===== src/rtl/psq_pkg.sv =====
package psq_pkg;
  typedef enum logic [2:0] {
    PS_OFF      = 3'd0,
    PS_EN_WAIT  = 3'd1,
    PS_HOOK_ON  = 3'd2,
    PS_ON       = 3'd3,
    PS_DN_WAIT  = 3'd4,
    PS_HOOK_OFF = 3'd5
  } psq_state_e;
endpackage


===== src/rtl/psq_settle_timer.sv =====
// Counts the settle interval while run is high; expire marks its last cycle.
module psq_settle_timer #(
  parameter int unsigned CYCLES = 1000000
) (
  input  logic clk,
  input  logic rst_n,
  input  logic run,
  output logic expire
);
  localparam int unsigned W = (CYCLES < 2) ? 1 : $clog2(CYCLES + 1);
  localparam logic [W-1:0] LAST = W'(CYCLES - 1);

  logic [W-1:0] cnt;

  always_ff @(posedge clk) begin
    if (!rst_n)      cnt <= '0;
    else if (!run)   cnt <= '0;
    else             cnt <= cnt + 1'b1;
  end

  assign expire = run && (cnt == LAST);
endmodule


===== src/rtl/psq_hook_gate.sv =====
// Selects between a handshaked board step and a single pass-through cycle.
module psq_hook_gate
  import psq_pkg::*;
#(
  parameter bit HAS_HOOK = 1'b1
) (
  input  psq_state_e state,
  input  logic       hook_done,
  output logic       hook_on_act,
  output logic       hook_off_act,
  output logic       hook_adv
);
  generate
    if (HAS_HOOK) begin : g_hook
      assign hook_on_act  = (state == PS_HOOK_ON);
      assign hook_off_act = (state == PS_HOOK_OFF);
      assign hook_adv     = hook_done;
    end else begin : g_nohook
      logic unused_hook_done;
      assign unused_hook_done = hook_done;
      assign hook_on_act  = 1'b0;
      assign hook_off_act = 1'b0;
      assign hook_adv     = 1'b1;
    end
  endgenerate
endmodule


===== src/rtl/psq_fsm.sv =====
// Sequencing state machine; only OFF and ON react to the request level.
module psq_fsm
  import psq_pkg::*;
(
  input  logic       clk,
  input  logic       rst_n,
  input  logic       power_req,
  input  logic       settle_done,
  input  logic       hook_adv,
  output psq_state_e state,
  output logic       timer_run
);
  psq_state_e nxt;

  always_comb begin
    nxt = state;
    unique case (state)
      PS_OFF:      if (power_req)   nxt = PS_EN_WAIT;
      PS_EN_WAIT:  if (settle_done) nxt = PS_HOOK_ON;
      PS_HOOK_ON:  if (hook_adv)    nxt = PS_ON;
      PS_ON:       if (!power_req)  nxt = PS_DN_WAIT;
      PS_DN_WAIT:  if (settle_done) nxt = PS_HOOK_OFF;
      PS_HOOK_OFF: if (hook_adv)    nxt = PS_OFF;
      default:                      nxt = PS_OFF;
    endcase
  end

  always_ff @(posedge clk) begin
    if (!rst_n) state <= PS_OFF;
    else        state <= nxt;
  end

  assign timer_run = (state == PS_EN_WAIT) || (state == PS_DN_WAIT);
endmodule


===== src/rtl/panel_power_seq.sv =====
module panel_power_seq
  import psq_pkg::*;
#(
  parameter int unsigned SETTLE_CYCLES = 1000000,
  parameter bit          HAS_HOOK      = 1'b1
) (
  input  logic clk,
  input  logic rst_n,
  input  logic power_req,
  input  logic hook_done,
  output logic ctrl_en,
  output logic panel_pwr,
  output logic vblank_irq_en,
  output logic busy,
  output logic ready,
  output logic hook_on_act,
  output logic hook_off_act
);
  psq_state_e state;
  logic timer_run, settle_done, hook_adv;

  psq_fsm u_fsm (
    .clk        (clk),
    .rst_n      (rst_n),
    .power_req  (power_req),
    .settle_done(settle_done),
    .hook_adv   (hook_adv),
    .state      (state),
    .timer_run  (timer_run)
  );

  psq_settle_timer #(.CYCLES(SETTLE_CYCLES)) u_timer (
    .clk   (clk),
    .rst_n (rst_n),
    .run   (timer_run),
    .expire(settle_done)
  );

  psq_hook_gate #(.HAS_HOOK(HAS_HOOK)) u_hook (
    .state       (state),
    .hook_done   (hook_done),
    .hook_on_act (hook_on_act),
    .hook_off_act(hook_off_act),
    .hook_adv    (hook_adv)
  );

  always_comb begin
    ctrl_en       = 1'b0;
    panel_pwr     = 1'b0;
    vblank_irq_en = 1'b0;
    busy          = 1'b0;
    ready         = 1'b0;
    unique case (state)
      PS_OFF: ;
      PS_EN_WAIT, PS_HOOK_ON, PS_DN_WAIT, PS_HOOK_OFF: begin
        ctrl_en = 1'b1;
        busy    = 1'b1;
      end
      PS_ON: begin
        ctrl_en       = 1'b1;
        panel_pwr     = 1'b1;
        vblank_irq_en = 1'b1;
        ready         = 1'b1;
      end
      default: ;
    endcase
  end
endmodule


===== config.mk =====
export PLATFORM = sky130hd
export DESIGN_NAME = panel_power_seq
export DESIGN_NICKNAME = d
export VERILOG_FILES = /design/src/rtl/psq_pkg.sv /design/src/rtl/psq_settle_timer.sv /design/src/rtl/psq_hook_gate.sv /design/src/rtl/psq_fsm.sv /design/src/rtl/panel_power_seq.sv
export SDC_FILE = /design/constraint.sdc
export NUM_CORES = 1
export LEC_CHECK = 0
export BUFFER_PORTS_ARGS = -buffer_cell sky130_fd_sc_hd__clkbuf_2
export CAP_MARGIN = 20
export CORE_MARGIN = 3
export CORE_UTILIZATION = 55
export CTS_CLUSTER_SIZE = 8
export DETAILED_ROUTE_END_ITERATION = 10
export GPL_TIMING_DRIVEN = 0
export PLACE_DENSITY = 0.87
export REMOVE_ABC_BUFFERS = 1
export SLEW_MARGIN = 20
export SYNTH_ARGS = -nofsm -noshare
export SYNTH_HDL_FRONTEND = slang
export SYNTH_SLANG_ARGS = --single-unit

===== constraint.sdc =====
create_clock -name clk -period 2.5 [get_ports clk]
set_clock_uncertainty 0.15 [all_clocks]
set_input_delay 0.25 -clock clk [delete_from_list [all_inputs] [get_ports clk]]
set_output_delay 0.25 -clock clk [all_outputs]
set_load 0.1 [all_outputs]

==> results.yml <==
run_status:
  outcome: "finished, final reports clean"
sta:
  worst-slew-pin-transition_ns: 0.6439
  layout_worst_path_cycle_share_pct: 93.29
  slew_headroom_pct: 57.07
  finalHoldWorstSlack_ns: 0.04292
  slew_violations: 0
  hold_violations: 0
  finalCriticalPeriod_ns: 2.332
  rsz0062_at_grt: "false"
  maxClockFrequency_ghz: 0.4288
  setup-violations-final: 0
worst_setup_path:
  timing.critical_path.slowest_stage_cell: "sky130_fd_sc_hd__dfxtp_1"
  rr_startpoint: "u_fsm.state[2]"
  critPathRequiredTime_ns: 2.10
  r2r-end: "u_timer.cnt[17]"
  r2r_slack_ns: 0.32
  end_kind: "primary output"
  path_cells: "inv_1 -> nor3b_1 -> or2_2 -> clkbuf_2"
  setup.worst_path.start_class: "flop"
  path_class: "flop to primary output"
  rr_worst_depth: 4
  setup.worst_path.start: "u_fsm.state[0]"
  cp_max_fo: 7
  crit_path_max_incr_delay_ns: 0.46
  worst_ep_arrival_time_ns: 1.93
clock_tree:
  cts_repair_resize_count: 0
  cts_hold_buf: 0
  clock_sink_count: 23
  insertion_delay_ns: 0.30
  cts_made_buffers: 3
  htreeDepth: 1
  cts_root_buffer: "sky130_fd_sc_hd__clkbuf_4"
  cts_tree: "built"
  cts_buffer_depth: 2
  post-cts-setup-buffer-count: 0
  cts.reportedPaths.clkPinSlew_ns: 0.12
synthesis:
  synth_async_sr_flop_share_pct: 0
  synth.ff_latch_count: 23
  synthSimpleGateAreaFrac_pct: 33.12
  synth.mux.area_fraction_pct: 1.704
  synth_cell_types: 39
  post_synth_fa_ha_maj_area_fraction_pct: 1.065
  synth_compound_gate_area_share_pct: 11.08
  mappedNetlistArea_um2: 1175
  post_synth_inst_count: 137
  post_synth_xor_area_fraction_pct: 9.691
  synth.cells.most_frequent: "sky130_fd_sc_hd__dfxtp_1, sky130_fd_sc_hd__nor2_1, sky130_fd_sc_hd__nand2_1"
  synth_top_family_by_area: "simple AND/OR/NAND/NOR gates"
  yosys.cell_count.top_type: "sky130_fd_sc_hd__dfxtp_1"
  ys.flop_type: "sky130_fd_sc_hd__dfxtp_1"
  synth_sequential_area_ratio_pct: 39.19
  synth.top_cells.by_area: "sky130_fd_sc_hd__dfxtp_1, sky130_fd_sc_hd__xor2_1, sky130_fd_sc_hd__nor2_1"
  yosysWarnings: 0
  synth_top_cell_area_share_pct: 39.19
  synth_largest_area_cell: "sky130_fd_sc_hd__dfxtp_1"
  syn_area_per_cell_um2: 8.576
  synth_enable_flop_cells: 0
placement:
  hpwlAfterDp_um: 1736
  io_buffer_count: 10
  dp_cells: 165
  gp_congestion: 0.8218
  placement.cell_area_um2: 1214
pwr:
  p_leak_uw: 0.0004377
  peakVddDrop_v: 0.0004875
  power_density_nw_per_um2: 466.8
floorplan:
  die_width_um: 52.22
  die_footprint_um2: 2727
  core-area_um2: 2002
  core.rowCount: 16
  die_h_um: 52.22
  io-pin-count: 11
  initial_core_util_pct: 58.69
drt:
  route.final.wire_length_um: 2380
  remaining_drc_errors: 0
  starting_drt_drc_count: 27
  routed_wire_length_per_instance_um: 14.08
  route.vias.total: 1010
  antenna_violating_nets_remaining: 0
  vias_per_cell: 5.976
  drt_pre_antenna_iters: 4
grt:
  antenna_violations_before_repair: 0
  global_route_wire_length_before_repair_um: 4250
  number_of_global_route_vias_before_repair: 974
  grt.overflow.total: 0
  globalRouteTotalUtil_pct: 20.49
  maximum_number_of_pins_on_one_net_before_global_route_repair: 20
cells_and_area:
  layout-area-overhead-vs-synth_pct: 5.644
  final_core_util_pct: 62.00
  layoutNonFillerInstCount: 169
  drive_above_1_share_pct: 14.08
  filler_cell_count_in_the_final_layout: 171
  nets: 148
  stdcell_area_um2: 1241
  antenna_cells: 0
min_path:
  worst_hold_startpoint: "rst_n"
  whs_path_depth: 2
  worst_hold_path.endpoint: "u_fsm.state[2]"
  hold_path_class: "primary input to flop"
run:
  max_cap_violations: 0
report_power, final:
| part | switching, uW | total, uW | leakage, uW | internal, uW |
|---|---|---|---|---|
| combinational | 33.3 | 43.0 | 0.000237 | 9.67 |
| sequential | 3.13 | 372 | 0.000186 | 369 |
| clock | 102 | 164 | 0.0000150 | 62.1 |
| total | 139 | 579 | 0.000438 | 441 |
logic make-up after synthesis:
logic type / Yosys count
AND/OR/NAND/NOR: 68
flip-flops: 23
AO/OA/AOI/OAI: 20
XOR/XNOR: 13
buffers and inverters: 10
multiplexers: 2
adder cells (fa/ha/maj): 1
placed cells by master, fill, tap and decap left out, types with 3 or more instances in the layout:
| master | count |
|---|---|
| sky130_fd_sc_hd__xnor2_1 | 4 |
| sky130_fd_sc_hd__clkbuf_2 | 10 |
| sky130_fd_sc_hd__or4_1 | 5 |
| sky130_fd_sc_hd__nand2_1 | 11 |
| sky130_fd_sc_hd__clkbuf_4 | 3 |
| sky130_fd_sc_hd__xor2_1 | 9 |
| sky130_fd_sc_hd__and2_1 | 4 |
| sky130_fd_sc_hd__o21ai_0 | 4 |
| sky130_fd_sc_hd__o31ai_1 | 3 |
| sky130_fd_sc_hd__a21oi_1 | 8 |
| sky130_fd_sc_hd__nand3_1 | 7 |
| sky130_fd_sc_hd__dfxtp_1 | 22 |
| sky130_fd_sc_hd__nand4_1 | 6 |
| sky130_fd_sc_hd__nor2_1 | 15 |
worst max-delay path, delay by kind of cell (launching register included):
family | cells | cell delay, ns
DFF | 1 | 0.46
buffers and inverters | 2 | 0.62
and+or+nand+nor | 2 | 0.56
metrics by stage:
stage	TNS (ns)	worst slack (ns)	power, uW
6_report	0	0.1678	579.3
5_1_grt	0	0.03899	603.5
3_3_place_gp	0	0.4510	421.0
4_1_cts	0	0.1537	583.3
3_5_place_dp	0	0.3826	422.7
2_1_floorplan	-20.68	-6.001	411.8
per-layer routing:
| layer | vias to the layer above | GRT usage [%] | wire length [um] | part of all wire, % |
|---|---|---|---|---|
| li1 | 504 | - | - | - |
| met5 | - | 0 | 0 | 0 |
| met1 | 480 | 25.22 | 1062 | 45 |
| met2 | 22 | 37.03 | 1211 | 51 |
| met4 | 0 | 5.957 | 31 | 1.3 |
| met3 | 4 | 2.564 | 74 | 3.1 |
cell type report:
cell class              instances  area (um2)  area share (%)
inverters                       1       3.754          0.3024
repair buffers                 10       50.05           4.032
multi-input cells             104       665.6           53.63
well taps                      27       33.78           2.722
clock buffers                   4       26.28           2.117
flip-flops and latches         23       461.7           37.20
worst max-delay path by stage:
stage | end | cells past startpoint
after global routing | ctrl_en | 4
after floorplan | ctrl_en | 2
after CTS | ctrl_en | 3
after global placement | u_timer.cnt[17] | 4
after detailed placement | u_timer.cnt[17] | 4
final | ctrl_en | 4
sequential cells by signal, summed over array words and instances, names as in the netlist:
name	count
u_fsm.state	3
u_timer.cnt	20
No activity file was read; power rests on OpenSTA's default activity.
